File: config.mk
export PLATFORM = sky130hd
export DESIGN_NAME = gpio_edge_ctrl
export DESIGN_NICKNAME = d
export VERILOG_FILES = /design/src/rtl/gpio_edge_pkg.sv /design/src/rtl/gpio_in_sync.sv /design/src/rtl/gpio_edge_sense.sv /design/src/rtl/gpio_pad_drive.sv /design/src/rtl/gpio_edge_ctrl.sv
export SDC_FILE = /design/constraint.sdc
export NUM_CORES = 1
export LEC_CHECK = 0
export ABC_CLOCK_PERIOD_IN_PS = 2800
export BUFFER_PORTS_ARGS = -buffer_cell sky130_fd_sc_hd__buf_4
export CAP_MARGIN = 20
export CORE_MARGIN = 2
export CORE_UTILIZATION = 46
export CTS_BUF_LIST = sky130_fd_sc_hd__clkbuf_8
export CTS_CLUSTER_DIAMETER = 40
export CTS_CLUSTER_SIZE = 14
export DETAILED_ROUTE_END_ITERATION = 7
export PLACE_DENSITY = 0.66
export RECOVER_POWER = 100
export SYNTH_ARGS = -nofsm -noshare
export SYNTH_HDL_FRONTEND = slang
export SYNTH_SLANG_ARGS = --single-unit
File: constraint.sdc
create_clock -name clk -period 2.8 [get_ports clk]
set_clock_uncertainty 0.15 [all_clocks]
set_input_delay 0.56 -clock clk [delete_from_list [all_inputs] [get_ports clk]]
set_output_delay 0.56 -clock clk [all_outputs]
set_load 0.005 [all_outputs]
File: src/rtl/gpio_edge_pkg.sv
package gpio_edge_pkg;
    localparam int unsigned GPIO_W = 32;

    localparam logic [7:0] OFF_DIR  = 8'h00;
    localparam logic [7:0] OFF_ODRN = 8'h04;
    localparam logic [7:0] OFF_DATA = 8'h08;
    localparam logic [7:0] OFF_EVT  = 8'h0C;
    localparam logic [7:0] OFF_MASK = 8'h10;
    localparam logic [7:0] OFF_SNSA = 8'h14;
    localparam logic [7:0] OFF_SNSB = 8'h18;

    typedef struct packed {
        logic [GPIO_W-1:0] dir;
        logic [GPIO_W-1:0] odrn;
        logic [GPIO_W-1:0] data;
        logic [GPIO_W-1:0] evt;
        logic [GPIO_W-1:0] mask;
        logic [GPIO_W-1:0] snsa;
        logic [GPIO_W-1:0] snsb;
    } gpio_regs_t;
endpackage

File: src/rtl/gpio_in_sync.sv
module gpio_in_sync #(
    parameter int unsigned W      = 32,
    parameter int unsigned STAGES = 2
) (
    input  logic         clk,
    input  logic         rst_n,
    input  logic [W-1:0] raw,
    output logic [W-1:0] lvl,
    output logic [W-1:0] lvl_prev
);
    logic [W-1:0] stg_q [STAGES];
    logic [W-1:0] stg_d [STAGES];
    logic [W-1:0] prev_q, prev_d;

    always_comb begin
        stg_d[0] = raw;
        for (int i = 1; i < STAGES; i++) begin
            stg_d[i] = stg_q[i-1];
        end
        prev_d = stg_q[STAGES-1];
    end

    always_ff @(posedge clk or negedge rst_n) begin
        if (!rst_n) begin
            for (int i = 0; i < STAGES; i++) begin
                stg_q[i] <= '0;
            end
            prev_q <= '0;
        end else begin
            for (int i = 0; i < STAGES; i++) begin
                stg_q[i] <= stg_d[i];
            end
            prev_q <= prev_d;
        end
    end

    assign lvl      = stg_q[STAGES-1];
    assign lvl_prev = prev_q;
endmodule

File: src/rtl/gpio_edge_sense.sv
module gpio_edge_sense #(
    parameter int unsigned W    = 32,
    parameter bit          WIDE = 1'b0
) (
    input  logic [W-1:0] lvl,
    input  logic [W-1:0] lvl_prev,
    input  logic [W-1:0] ctl_a,
    input  logic [W-1:0] ctl_b,
    output logic [W-1:0] hit
);
    localparam int unsigned HALF = W / 2;

    logic [W-1:0] rise, fall;
    assign rise = lvl & ~lvl_prev;
    assign fall = ~lvl & lvl_prev;

    if (WIDE) begin : g_wide
        for (genvar b = 0; b < W; b++) begin : g_bit
            logic [1:0] fld;
            if (b >= HALF) begin : g_hi
                assign fld = ctl_a[(b-HALF)*2 +: 2];
            end else begin : g_lo
                assign fld = ctl_b[b*2 +: 2];
            end
            always_comb begin
                unique case (fld)
                    2'b00:   hit[b] = rise[b] | fall[b];
                    2'b01:   hit[b] = rise[b];
                    2'b10:   hit[b] = fall[b];
                    default: hit[b] = 1'b0;
                endcase
            end
        end
    end else begin : g_compact
        logic unused_ctl_b;
        assign unused_ctl_b = ^ctl_b;
        assign hit = fall | (rise & ~ctl_a);
    end
endmodule

File: src/rtl/gpio_pad_drive.sv
module gpio_pad_drive #(
    parameter int unsigned W = 32
) (
    input  logic [W-1:0] dir,
    input  logic [W-1:0] odrn,
    input  logic [W-1:0] data,
    output logic [W-1:0] pad_out,
    output logic [W-1:0] pad_oe
);
    for (genvar b = 0; b < W; b++) begin : g_pin
        always_comb begin
            if (odrn[b]) begin
                pad_out[b] = 1'b0;
                pad_oe[b]  = dir[b] & ~data[b];
            end else begin
                pad_out[b] = data[b];
                pad_oe[b]  = dir[b];
            end
        end
    end
endmodule

File: src/rtl/gpio_edge_ctrl.sv
module gpio_edge_ctrl
    import gpio_edge_pkg::*;
#(
    parameter int unsigned ADDR_W     = 8,
    parameter bit          SENSE_WIDE = 1'b0,
    parameter int unsigned SYNC_STG   = 2
) (
    input  logic              clk,
    input  logic              rst_n,
    input  logic [ADDR_W-1:0] bus_addr,
    input  logic              bus_wr,
    input  logic [31:0]       bus_wdata,
    output logic [31:0]       bus_rdata,
    input  logic [31:0]       pad_in,
    output logic [31:0]       pad_out,
    output logic [31:0]       pad_oe,
    output logic              irq
);
    localparam logic [ADDR_W-1:0] A_DIR  = ADDR_W'(OFF_DIR);
    localparam logic [ADDR_W-1:0] A_ODRN = ADDR_W'(OFF_ODRN);
    localparam logic [ADDR_W-1:0] A_DATA = ADDR_W'(OFF_DATA);
    localparam logic [ADDR_W-1:0] A_EVT  = ADDR_W'(OFF_EVT);
    localparam logic [ADDR_W-1:0] A_MASK = ADDR_W'(OFF_MASK);
    localparam logic [ADDR_W-1:0] A_SNSA = ADDR_W'(OFF_SNSA);
    localparam logic [ADDR_W-1:0] A_SNSB = ADDR_W'(OFF_SNSB);

    gpio_regs_t r_q, r_d;

    logic [GPIO_W-1:0] lvl, lvl_prev, edge_hit;
    logic [GPIO_W-1:0] dir_q, odrn_q, data_q, evt_q, mask_q;

    assign dir_q  = r_q.dir;
    assign odrn_q = r_q.odrn;
    assign data_q = r_q.data;
    assign evt_q  = r_q.evt;
    assign mask_q = r_q.mask;

    gpio_in_sync #(.W(GPIO_W), .STAGES(SYNC_STG)) u_sync (
        .clk      (clk),
        .rst_n    (rst_n),
        .raw      (pad_in),
        .lvl      (lvl),
        .lvl_prev (lvl_prev)
    );

    gpio_edge_sense #(.W(GPIO_W), .WIDE(SENSE_WIDE)) u_sense (
        .lvl      (lvl),
        .lvl_prev (lvl_prev),
        .ctl_a    (r_q.snsa),
        .ctl_b    (r_q.snsb),
        .hit      (edge_hit)
    );

    gpio_pad_drive #(.W(GPIO_W)) u_drive (
        .dir     (dir_q),
        .odrn    (odrn_q),
        .data    (data_q),
        .pad_out (pad_out),
        .pad_oe  (pad_oe)
    );

    // next-state: register writes, then event latching (set wins over clear)
    always_comb begin
        r_d = r_q;
        if (bus_wr) begin
            unique case (bus_addr)
                A_DIR:   r_d.dir  = bus_wdata;
                A_ODRN:  r_d.odrn = bus_wdata;
                A_DATA:  r_d.data = bus_wdata;
                A_EVT:   r_d.evt  = r_q.evt & ~bus_wdata;
                A_MASK:  r_d.mask = bus_wdata;
                A_SNSA:  r_d.snsa = bus_wdata;
                A_SNSB:  r_d.snsb = bus_wdata;
                default: ;
            endcase
        end
        r_d.evt = r_d.evt | edge_hit;
    end

    always_ff @(posedge clk or negedge rst_n) begin
        if (!rst_n) begin
            r_q <= '0;
        end else begin
            r_q <= r_d;
        end
    end

    // read mux
    always_comb begin
        unique case (bus_addr)
            A_DIR:   bus_rdata = r_q.dir;
            A_ODRN:  bus_rdata = r_q.odrn;
            A_DATA:  bus_rdata = (r_q.data & r_q.dir) | (lvl & ~r_q.dir);
            A_EVT:   bus_rdata = r_q.evt;
            A_MASK:  bus_rdata = r_q.mask;
            A_SNSA:  bus_rdata = r_q.snsa;
            A_SNSB:  bus_rdata = r_q.snsb;
            default: bus_rdata = '0;
        endcase
    end

    assign irq = |(r_q.evt & r_q.mask);
endmodule

==> flow_summary.yaml <==
worst_setup_path:
  cp_slowest_cell: "or4_4"
  crit_type: "reg2out"
  critPathLaunchType: "register"
  crit_chain: "a22oi_2, nand4_1, or4_4, buf_6"
  critPathCaptureType: "output port"
  slowest_delay_ns: 0.58
  reg2reg_from: "evt_q[12]$_DFF_PN0_"
  cp_max_fo: 3
  startpoint: "evt_q[1]$_DFF_PN0_"
  cp.required_ns: 2.09
  cp.arrival_ns: 2.09
sta:
  timing.setup.tns_ns: 0
  period_needed_ns: 2.797
  worst_pin_slew_ns: 1.747
  max_freq_mhz: 357.5
  whs_ns: 0.1104
  slew_violations: 67
  period_share: 0.9990
  relSlewSlack: -0.1645
  finalSetupViolations: 0
  finalHoldViolCount: 0
  rsz0062_at_grt: "true"
die:
  ios: 172
  die_x_um: 179.0
  die_h_um: 179.0
  die-area_sq_mm: 0.03205
  coreArea_sq_mm: 0.03035
  start_util: 0.4643
  placementRows: 64
placed_design:
  placed_cell_area_sq_mm: 0.01631
  io_buffer_count: 171
  globalplace.congestion: 0.8004
  dpl.hpwl_mm: 24.86
logic_synthesis:
  synth.distinct_cells: 40
  synth_cells: 1080
  yosys_most_used_dff: "dfrtp_1"
  async_flop_share: 1.000
  yosys_warnings: 0
  synth_area_per_cell_sq_um: 13.05
  mappedNetlistNets: 1155
  synth_edf_count: 0
  synth-seq-cells: 320
  syn_area_sq_mm: 0.01409
  seq_area_frac_synth: 0.5683
clocking:
  cts_tree: "done"
  clk_pin_slew_ns: 0.07
  cts_buffers: 45
  cts.sinks: 320
  clk-insertion-delay-late_ns: 0.58
  clockBufferDepth: 3
  cts.htree.levels: 2
  cts_root_buf: "clkbuf_8"
run_status:
  status: "finished, violations left"
  violations: "max-capacitance violations, max-slew violations"
route:
  drc_errors: 0
  ant_nets: 0
  vias: 9999
  drtIter0Drc: 623
  avgRoutedWirePerCell_um: 21.17
  wirelength_mm: 37.53
  vias_per_cell: 5.640
  dr.pass1.iters: 5
pwr:
  cellLeakagePower_nw: 8.289
  ir_worst_vdd_mv: 0.3729
  finalPower_mw: 10.08
  power_density_mw_per_mm2: 573.7
grt:
  antenna_found_initial: 1
  grt_max_degree: 70
  grt_pass1_wl_mm: 58.22
  grt_pass1_vias: 10260
  overflow: 0
  grtUsageTotal: 0.2386
finish:
  syn2layout_area_growth_pct: 24.67
  drive_gt1_frac: 0.3685
  final_util: 0.5788
  final_nets: 1414
  final.fill_count: 2556
  design_area_sq_mm: 0.01757
run:
  maxCapViolCount: 1
hold_path:
  min-delay-start: "bus_wdata[27]"
  min_path_type: "in2reg"
## cells in the mapped netlist (2+ instances only)
cell	count	area [sq um]
nor3_1	33	165.2
a21oi_1	34	170.2
o21bai_1	17	127.6
a211oi_1	17	127.6
mux2_1	3	33.78
a21boi_0	32	240.2
a221o_1	32	320.3
clkbuf_1	25	93.84
o2bb2ai_1	15	131.4
buf_1	6	22.52
buf_6	4	45.04
mux2_2	176	1982
nand2_1	51	191.4
mux2i_1	47	470.5
nor2_1	2	7.510
buf_4	9	67.56
o21ai_0	30	150.1
nor2b_1	34	212.7
inv_1	33	123.9
a22oi_1	62	465.5
and3b_1	18	157.7
mux2_4	30	450.4
nand4_1	4	25.02
nand3_1	17	85.08
buf_2	15	75.07
dfrtp_1	320	8008
## registers in the layout, indices dropped and copies added (netlist names)
name / cells
u_sync.lvl: 32
dir_q: 32
odrn_q: 32
evt_q: 32
r_q: 64
u_sync.lvl_prev: 32
mask_q: 32
u_sync.stg_d: 32
data_q: 32
## placed cells by master, fill, tap and decap left out, types with 5 or more instances in the layout
cell type and count:
mux2_2 176, buf_12 13, dfrtp_1 318, clkbuf_2 10
clkbuf_8 55, nand3_1 17, nand2_1 51, mux2i_1 47
clkinv_4 7, dlygate4sd3_1 33, clkinvlp_4 5, clkbuf_1 14
nor2b_1 34, buf_4 121, inv_6 5, a21boi_0 32
a22oi_2 12, nor3_1 33, a221o_1 32, a21oi_1 34
a22oi_1 50, clkbuf_4 74, o21ai_0 29, o21bai_1 17
a211oi_1 17, o2bb2ai_1 15, inv_1 36, mux2_1 30
and3b_1 18
## final timing paths
| path | end | slack [ns] | cells after the start |
|---|---|---|---|
| min in group asynchronous | u_sync.lvl[3]$_DFF_PN0_ | 0.84 | 2 |
| setup reg to reg | evt_q[12]$_DFF_PN0_ | 1.63 | 2 |
| hold / removal | data_q[27]$_DFFE_PN0P_ | 0.11 | 2 |
| max in group asynchronous | mask_q[19]$_DFFE_PN0P_ | 0.33 | 3 |
| hold reg to reg | u_sync.lvl[17]$_DFF_PN0_ | 0.20 | 0 |
| setup / recovery | irq | 0.003 | 4 |
## metrics by stage
stage / setup WS, ns / std cells
after floorplan: 0.2427 / 1080
after global placement: 0.04852 / 1647
after detailed placement: 0.03063 / 1647
after CTS: -0.03025 / 1769
after global routing: -0.04737 / 1773
final: 0.002855 / 1773
## worst max-delay path, delay by kind of cell (launching register included)
family,cells,cell delay (ns)
flops,1,0.43
buf+inv,1,0.14
simple gates,2,0.70
compound gates,1,0.25
## layout make-up
type                            count  area, sq um  share of cell area
Tap cell                          396        495.5             0.02821
Clock buffer                       55        757.0             0.04309
Multi-Input combinational cell    668         5634              0.3207
Sequential cell                   320         8010              0.4560
Inverter                           33        123.9            0.007051
Clock inverter                     29        311.5             0.01774
Timing Repair Buffer              271         2232              0.1271
Antenna cell                        1        2.502           0.0001425
## power by group
group          switching [mW]  internal, mW  leakage, nW
clock network            1.96          2.24        0.544
logic                   0.437         0.452         3.70
registers               0.162          4.82         4.05
## per-layer routing
metal	vias up	track usage	share of wire
li1	4529	-	-
met1	5129	0.3475	0.46
met2	267	0.3665	0.46
met3	74	0.03774	0.052
met4	0	0.07690	0.027
met5	-	0	0
## what timing repair did
item | in CTS | in global routing
hold buffers | 33 | 0
setup endpoints to repair | 1 | 9
gates resized for setup | 10 | 10
pin swaps | 4 | 3
setup buffers | 5 | 2
hold endpoints to repair | 93 | 0
gates cloned | 0 | 1
## cells by family (layout without fill, tap and decap cells)
| logic type | after synthesis | count (layout) | share of synthesized area |
|---|---|---|---|
| flip-flops | 320 | 320 | 0.5683 |
| multiplexers | 256 | 256 | 0.2084 |
| AO/OA/AOI/OAI | 241 | 241 | 0.1239 |
| AND/OR/NAND/NOR | 171 | 171 | 0.06908 |
| buffers and inverters | 92 | 388 | 0.03037 |
| other | 0 | 1 | 0 |
(Power assumes the default switching activity.)
